===== config.mk =====
export PLATFORM = sky130hd
export DESIGN_NAME = cfg_header_regs
export DESIGN_NICKNAME = d
export VERILOG_FILES = /design/src/rtl/cfg_hdr_pkg.sv /design/src/rtl/cfg_sticky_flags.sv /design/src/rtl/cfg_masked_reg.sv /design/src/rtl/cfg_read_port.sv /design/src/rtl/cfg_header_regs.sv
export SDC_FILE = /design/constraint.sdc
export NUM_CORES = 1
export LEC_CHECK = 0
export ABC_CLOCK_PERIOD_IN_PS = 1600
export BUFFER_PORTS_ARGS = -buffer_cell sky130_fd_sc_hd__buf_4
export CORE_MARGIN = 1
export CORE_UTILIZATION = 40
export CTS_CLUSTER_SIZE = 20
export DETAILED_ROUTE_END_ITERATION = 6
export PLACE_DENSITY = 0.8
export SLEW_MARGIN = 0
export SYNTH_ARGS = -nofsm -noshare
export SYNTH_HDL_FRONTEND = slang
export SYNTH_SLANG_ARGS = --single-unit

===== constraint.sdc =====
create_clock -name clk -period 1.6 [get_ports clk]
set_clock_uncertainty 0.2 [all_clocks]
set_input_delay 0.24 -clock clk [delete_from_list [all_inputs] [get_ports clk]]
set_output_delay 0.24 -clock clk [all_outputs]
set_load 0.01 [all_outputs]

===== src/rtl/cfg_hdr_pkg.sv =====
package cfg_hdr_pkg;
  localparam int NUM_EVT = 6;
  localparam int DW_IDX_W = 6;

  localparam logic [DW_IDX_W-1:0] DW_CMDSTAT = 6'd1;
  localparam logic [DW_IDX_W-1:0] DW_CLASS   = 6'd2;
  localparam logic [DW_IDX_W-1:0] DW_MISC    = 6'd3;

  // dword bit position of the status flag set by event k
  function automatic int flag_pos(input int k);
    return (k == 0) ? 24 : (26 + k);
  endfunction

  typedef struct packed {
    logic [7:0] base_cls;
    logic [7:0] sub_cls;
    logic [7:0] prog_if;
    logic [7:0] rev;
  } id_word_t;
endpackage


===== src/rtl/cfg_sticky_flags.sv =====
module cfg_sticky_flags #(
  parameter int N = 6
) (
  input  logic         clk,
  input  logic         rst,
  input  logic [N-1:0] ev_i,
  input  logic [N-1:0] gate_i,
  input  logic [N-1:0] clr_i,
  output logic [N-1:0] flags_o
);
  for (genvar k = 0; k < N; k++) begin : g_flag
    logic set_k;
    assign set_k = ev_i[k] & gate_i[k];

    always_ff @(posedge clk) begin
      if (rst)        flags_o[k] <= 1'b0;
      else if (set_k) flags_o[k] <= 1'b1;   // event beats clear
      else if (clr_i[k]) flags_o[k] <= 1'b0;
    end

    p_set_r2: assert property (@(posedge clk) disable iff (rst)
      (ev_i[k] && gate_i[k]) |=> flags_o[k]);
    p_event_wins_r4: assert property (@(posedge clk) disable iff (rst)
      (ev_i[k] && gate_i[k] && clr_i[k]) |=> flags_o[k]);
    p_sticky_r3: assert property (@(posedge clk) disable iff (rst)
      (flags_o[k] && !clr_i[k]) |=> flags_o[k]);
    p_gated_r5: assert property (@(posedge clk) disable iff (rst)
      (!flags_o[k] && !gate_i[k]) |=> !flags_o[k]);
  end
endmodule


===== src/rtl/cfg_masked_reg.sv =====
module cfg_masked_reg #(
  parameter int         W        = 8,
  parameter logic [W-1:0] RST_VAL = '0,
  parameter logic [W-1:0] RO_MASK = '0
) (
  input  logic         clk,
  input  logic         rst,
  input  logic         we_i,
  input  logic [W-1:0] wd_i,
  output logic [W-1:0] q_o
);
  localparam logic [W-1:0] WR_MASK = ~RO_MASK;

  always_ff @(posedge clk) begin
    if (rst)       q_o <= RST_VAL & WR_MASK;
    else if (we_i) q_o <= wd_i & WR_MASK;
  end

  p_hold_r10: assert property (@(posedge clk) disable iff (rst)
    !we_i |=> $stable(q_o));
endmodule


===== src/rtl/cfg_read_port.sv =====
module cfg_read_port
  import cfg_hdr_pkg::*;
#(
  parameter id_word_t ID_WORD = '{8'h0C, 8'h00, 8'h10, 8'h03},
  parameter logic [1:0] DEVSEL_CODE = 2'b01,
  parameter logic [7:0] CACHE_LINE = 8'h00,
  parameter logic [7:0] HDR_TYPE = 8'h00,
  parameter logic [7:0] BIST_VAL = 8'h00
) (
  input  logic                clk,
  input  logic                rst,
  input  logic                rd_en,
  input  logic [DW_IDX_W-1:0] dw_idx,
  input  logic [15:0]         cmd_word,
  input  logic [15:0]         stat_word,
  input  logic [7:0]          lat_val,
  output logic [31:0]         rdata
);
  logic [31:0] sel;

  always_comb begin
    unique case (dw_idx)
      DW_CMDSTAT: sel = {stat_word, cmd_word};
      DW_CLASS:   sel = ID_WORD;
      DW_MISC:    sel = {BIST_VAL, HDR_TYPE, lat_val, CACHE_LINE};
      default:    sel = '0;
    endcase
  end

  always_ff @(posedge clk) begin
    if (rst)        rdata <= '0;
    else if (rd_en) rdata <= sel;
  end

  p_devsel_r7: assert property (@(posedge clk) disable iff (rst)
    (rd_en && dw_idx == DW_CMDSTAT) |=> (rdata[26:25] == DEVSEL_CODE && rdata[23:16] == 8'h00));
  p_lat_nibble_r9: assert property (@(posedge clk) disable iff (rst)
    (rd_en && dw_idx == DW_MISC) |=> (rdata[11:8] == 4'h0));
  p_unmapped_r11: assert property (@(posedge clk) disable iff (rst)
    (rd_en && dw_idx != DW_CMDSTAT && dw_idx != DW_CLASS && dw_idx != DW_MISC) |=> (rdata == 32'h0));
  p_rd_hold_r12: assert property (@(posedge clk) disable iff (rst)
    !rd_en |=> $stable(rdata));
endmodule


===== src/rtl/cfg_header_regs.sv =====
module cfg_header_regs
  import cfg_hdr_pkg::*;
#(
  parameter logic [7:0] LAT_RESET = 8'h50,
  parameter logic [7:0] LAT_RO    = 8'h0F,
  parameter logic [7:0] CMD_RO    = 8'hBF,
  parameter logic [1:0] DEVSEL    = 2'b01
) (
  input  logic                clk,
  input  logic                rst,
  input  logic                wr_en,
  input  logic                rd_en,
  input  logic [7:0]          addr,
  input  logic [3:0]          be,
  input  logic [31:0]         wdata,
  input  logic [NUM_EVT-1:0]  ev_pulse,
  output logic [31:0]         rdata,
  output logic                perr_en
);
  logic [DW_IDX_W-1:0] dw;
  logic                wr_cs, wr_misc;
  logic [NUM_EVT-1:0]  clr, gate, flags;
  logic [7:0]          cmd_lo, lat;
  logic [15:0]         stat_word;

  assign dw      = addr[7:2];
  assign wr_cs   = wr_en && (dw == DW_CMDSTAT);
  assign wr_misc = wr_en && (dw == DW_MISC);

  for (genvar k = 0; k < NUM_EVT; k++) begin : g_map
    localparam int P = flag_pos(k);
    assign clr[k]  = wr_cs && be[3] && wdata[P];
    assign gate[k] = (k == 0) ? cmd_lo[6] : 1'b1;
  end

  always_comb begin
    stat_word = '0;
    stat_word[10:9] = DEVSEL;
    for (int k = 0; k < NUM_EVT; k++) stat_word[flag_pos(k) - 16] = flags[k];
  end

  cfg_sticky_flags #(.N(NUM_EVT)) u_flags (
    .clk(clk), .rst(rst), .ev_i(ev_pulse), .gate_i(gate),
    .clr_i(clr), .flags_o(flags)
  );

  cfg_masked_reg #(.W(8), .RST_VAL(8'h00), .RO_MASK(CMD_RO)) u_cmd (
    .clk(clk), .rst(rst), .we_i(wr_cs && be[0]), .wd_i(wdata[7:0]), .q_o(cmd_lo)
  );

  cfg_masked_reg #(.W(8), .RST_VAL(LAT_RESET), .RO_MASK(LAT_RO)) u_lat (
    .clk(clk), .rst(rst), .we_i(wr_misc && be[1]), .wd_i(wdata[15:8]), .q_o(lat)
  );

  cfg_read_port #(.DEVSEL_CODE(DEVSEL)) u_rd (
    .clk(clk), .rst(rst), .rd_en(rd_en), .dw_idx(dw),
    .cmd_word({8'h00, cmd_lo}), .stat_word(stat_word), .lat_val(lat), .rdata(rdata)
  );

  assign perr_en = cmd_lo[6];

  p_perr_follows_r6: assert property (@(posedge clk) disable iff (rst)
    (wr_cs && be[0]) |=> (perr_en == $past(wdata[6])));
  p_perr_stable_r6: assert property (@(posedge clk) disable iff (rst)
    !(wr_cs && be[0]) |=> $stable(perr_en));
endmodule


# Yosys cells after proc, flatten, opt, wreduce, memory -nomap -nowiden
# Index checks and enable logic that the tools add are counted.
[totals]
latch_bits = 0
memories = 0
word_cells = 43
regBits = 43
romBits = 0
ramBits = 0
out_inout_bits = 33
inputBits = 54
[classes]
shifts = 0
n_div = 0
n_bitwise = 1
muxes = 13
eq_ne = 3
n_addsub = 0
n_reduce_logical = 17
magnitude_cmp = 0
multipliers = 0
[op_table]
columns = ["operator", "n"]
rows = [
  ["case mux 32 bit (3 select lines)", 1],
  ["== test 6 x 2 -> 1 bit, second input constant", 2],
  ["2-to-1 mux 1 bit", 12],
  ["nonzero test 2 bit", 6],
  ["logical AND 1 bit", 11],
  ["== test 6 x 1 -> 1 bit, second input constant", 1],
  ["bitwise AND 1 bit", 1],
]

# Longest topological paths before layout
[depth]
ltp_word = 6
ltp_mapped = 5
ltp_nobuf = 3

# By module
# A second synthesis with hierarchy kept.
[unflattened]
cells_unflattened = 224
area_unflattened_um2 = 1968.1
[by_module_without_submodules]
columns = ["mod", "area_each_um2", "seq_area_each_um2", "cells_per_inst", "instances"]
rows = [
  ["cfg_read_port", 1320.0, 640.6, 151, 1],
  ["cfg_sticky_flags", 255.2, 120.1, 24, 1],
  ["cfg_masked_reg at u_lat", 171.4, 80.1, 17, 1],
  ["cfg_header_regs", 131.4, 0.0, 21, 1],
  ["cfg_masked_reg at u_cmd", 90.1, 20.0, 11, 1],
]

# Least setup slack after synthesis
# No wires, ideal clock.
[synth_path]
path_type = "input port to flip-flop"
start = "input port addr[5]"
end = "register u_flags.flags_o[1]"
path_buffers = 1
slack_ns = 0.195
setup_time_ns = 0.121
cell_stages = 4
required_time_ns = 1.279
arrival_time_ns = 1.083
cell_sequence = "nor4_4 -> and4_1 -> buf_4 -> a31oi_1"
[synth_between]
elab_chain_len = 5
[synth_rtl]
columns = ["item", "line", "rtl"]
rows = [
  ["start: declaration", "cfg_header_regs.sv:13", "input logic [7:0] addr,"],
  ["== test 6 x 1 -> 1 bit", "cfg_header_regs.sv:27", "assign wr_cs = wr_en && (dw == DW_CMDSTAT);"],
  ["logical AND 1 bit", "cfg_header_regs.sv:27", ""],
  ["logical AND 1 bit (2 in a row)", "cfg_header_regs.sv:32", "assign clr[k] = wr_cs && be[3] && wdata[P];"],
  ["nonzero test 2 bit (no line)", "-", ""],
  ["end signal: indexed assignment", "cfg_sticky_flags.sv:16", "if (rst) flags_o[k] <= 1'b0;"],
  ["end signal: indexed assignment", "cfg_sticky_flags.sv:17", "else if (set_k) flags_o[k] <= 1'b1;"],
  ["end signal: indexed assignment", "cfg_sticky_flags.sv:18", "else if (clr_i[k]) flags_o[k] <= 1'b0;"],
  ["end: declaration", "cfg_sticky_flags.sv:9", "output logic [N-1:0] flags_o"],
]
# No other way between the ends.
# A chain may end at the register's enable or synchronous reset.

# Worst setup path after layout
[layout_path]
start = "register u_cmd.q_o[6]"
end = "output port perr_en"
[layout_rtl]
columns = ["item", "line", "rtl"]
rows = [
  ["start: declaration", "cfg_masked_reg.sv:10", "output logic [W-1:0] q_o"],
  ["start signal: assignment", "cfg_masked_reg.sv:15", "if (rst) q_o <= RST_VAL & WR_MASK;"],
  ["start signal: assignment", "cfg_masked_reg.sv:16", "else if (we_i) q_o <= wd_i & WR_MASK;"],
  ["end: declaration", "cfg_header_regs.sv:18", "output logic perr_en"],
]
# No word-level cell between the ends.

==> flow_summary.ini <==
[synth]
synth.ff_latch_count = 24
ys_warn_count = 0
syn_area_per_cell_um2 = 8.881
synth_area_um2 = 1181
synth_cells = 133
ys_seq_area_frac = 0.4068
synth.distinct_cells = 28
synth_ff_type = dfxtp_1
async_reset_ff_frac = 0
synth-edff-count = 0

[critical_path]
rr_worst_depth = 2
critPathCaptureType = output pin
cp_slowest_cell = dfxtp_1
critPathLaunchType = flop
slowest_delay_ns = 0.42
path_cells = buf_4
arrival_ns = 0.88
r2r-start = u_rd.rdata[14]$_SDFFE_PP0P_
crit_type = reg -> out
critical_path_buf_inv_count = 1
worstPathRequired_ns = 1.16
path_max_fanout = 5
critPathTopFamily = flip-flops
crit_path_start = u_cmd.q_o[6]$_SDFFE_PP0P_
reg2reg_slack_ns = 0.44
reg2reg_to = u_rd.rdata[14]$_SDFFE_PP0P_

[worst_hold_path]
min_to = u_cmd.q_o[6]$_SDFFE_PP0P_
worstHoldPathCells = 3
holdCritPathClass = in -> reg
hp-start = be[0]

[clock_network]
clock_latency_ns = 0.31
post_cts_buffers = 0
cts_buffers = 3
cts_tree = done
clockBufferDepth = 2
h-tree-depth = 1
cts.sinks = 24
cts.clk_slew.worst_paths_ns = 0.12
cts_resized = 0
clockRootBuffer = clkbuf_4

[power]
p_int_w = 0.0008426
leakage_nw = 0.7197
power.share.clock = 0.282
p_total_w = 0.001102
pwr-share-comb = 0.160
vdd_ir_drop_max_v = 0.0004486
p_switching_w = 0.0002598
seqPwrFrac = 0.558
p_per_area_nw_per_um2 = 668.5
swShare = 0.2357

[timing]
max_freq_mhz = 758.6
fin_setup_tns_ns = 0
report.final.slew_viol_count = 0
finalSetupViolCount = 0
rsz0062_at_grt = false
timing.final.crit_share = 0.8239
hold_viol = 0
fin_crit_ns = 1.318
fin_ws_ns = 0.2818

[finish]
layout_common_cells = buf_4 (49), dfxtp_1 (24), conb_1 (17)
final_common_cell = buf_4
area_growth_syn_to_layout_pct = 39.62
final_layout_size_suffix_gt1_frac = 0.3000
finalInstanceArea_um2 = 1649
n_antenna_cell = 0
nNetsFinal = 245

[placement]
place_worst_setup_slack_ns = -0.01788
dpl_cell_area_um2 = 1463
hpwl_um = 1937
place.gp.congestion = 0.7869
io_buffers = 45

[routing]
drc = 0
wirelength_um = 2762
ant_nets = 0
vias = 1137
routedWlPerCell_um = 12.50
viasPerCell = 5.145
drt-pass1-iter-count = 4
drtIter0Drc = 51

[run]
cap_violations = 0

[floorplan]
core_um2 = 2781
fp-row-count = 19
ios = 87
dieArea_um2 = 3174
die_h_um = 56.34
fp.dieW_um = 56.34
start_util = 0.4247

[grt]
grt_pass1_vias = 990
antenna_found_initial = 0
grt_usage = 0.1738
grt_overflow = 0
grt_max_degree = 29
grt_pass1_wl_um = 4340

[status]
status = finished clean
-- final cells by class --
| class | instances | area (um2) |
|---|---|---|
| Clock buffer | 4 | 36.28 |
| Sequential cell | 24 | 480.5 |
| Tap cell | 31 | 38.79 |
| Timing Repair Buffer | 64 | 518.0 |
| Inverter | 6 | 22.52 |
| Multi-Input combinational cell | 92 | 553.0 |
| Fill cell | 239 | 1132 |
-- power by group through the flow --
stage	logic (W)	registers [W]	clock network (W)
floorplan	0.0000968	0.000628	0
finish	0.000177	0.000615	0.000310
CTS	0.000174	0.000615	0.000320
global placement	0.000141	0.000628	0
detailed placement	0.000145	0.000629	0
global route	0.000193	0.000617	0.000350
-- per-layer routing --
metal | up-vias | share of wire | global-route usage
met2 | 39 | 0.51 | 0.2993
met3 | 7 | 0.047 | 0.03456
met4 | 0 | 0.021 | 0.08014
li1 | 551 | - | -
met1 | 540 | 0.42 | 0.2071
met5 | - | 0 | 0
-- synth_stat cells, types with 2 or more instances --
library cell,count,area share
clkbuf_1,5,0.016
o31ai_1,3,0.019
inv_1,6,0.019
nand2_1,3,0.0095
and4_1,2,0.015
a21oi_1,12,0.051
a21boi_0,3,0.019
nand2b_1,11,0.058
o21bai_1,5,0.032
a211o_1,2,0.015
a31oi_1,5,0.026
nor2_1,2,0.0064
nand3_1,6,0.025
or3b_2,3,0.022
dfxtp_1,24,0.41
buf_4,20,0.13
o21ai_0,2,0.0085
nand4_1,9,0.048
-- metrics by stage --
stage / hold slack [ns] / instances / utilization
floorplan: 0.1468 / 149 / -
global placement: 0.2327 / 202 / 0.5259
detailed placement: 0.2385 / 202 / 0.5259
CTS: 0.03664 / 221 / 0.5929
global route: 0.03350 / 221 / 0.5929
finish: 0.03707 / 221 / 0.5929
-- state kept, by name, summed over array words and instances, names as in the netlist --
signal	flops
u_flags.flags_o	6
u_cmd.q_o	1
u_lat.q_o	4
u_rd.rdata	13
-- kinds of logic (layout without fill, tap and decap cells) --
logic type / Yosys count / in the layout / synth area share
other: 1 / 17 / 0.003175
muxes: 1 / 1 / 0.008475
and+or+nand+nor: 39 / 39 / 0.2140
buffers and inverters: 33 / 74 / 0.1758
AOI/OAI and AO/OA: 35 / 35 / 0.1917
DFF: 24 / 24 / 0.4068
-- worst max path at each step --
| stage | end | slack [ns] | cells past startpoint |
|---|---|---|---|
| CTS | perr_en | 0.27 | 1 |
| global route | perr_en | 0.23 | 1 |
| global placement | u_flags.flags_o[4]$_SDFFE_PP0P_ | 0.02 | 5 |
| floorplan | u_flags.flags_o[1]$_SDFFE_PP0P_ | 0.20 | 4 |
| detailed placement | u_flags.flags_o[3]$_SDFFE_PP0P_ | -0.02 | 5 |
| finish | perr_en | 0.28 | 1 |
-- timing repair --
item,CTS,global route
endpoints found under the hold margin,10,0
setup endpoints to repair,0,0
hold buffers,15,0
(Power assumes the default switching activity.)
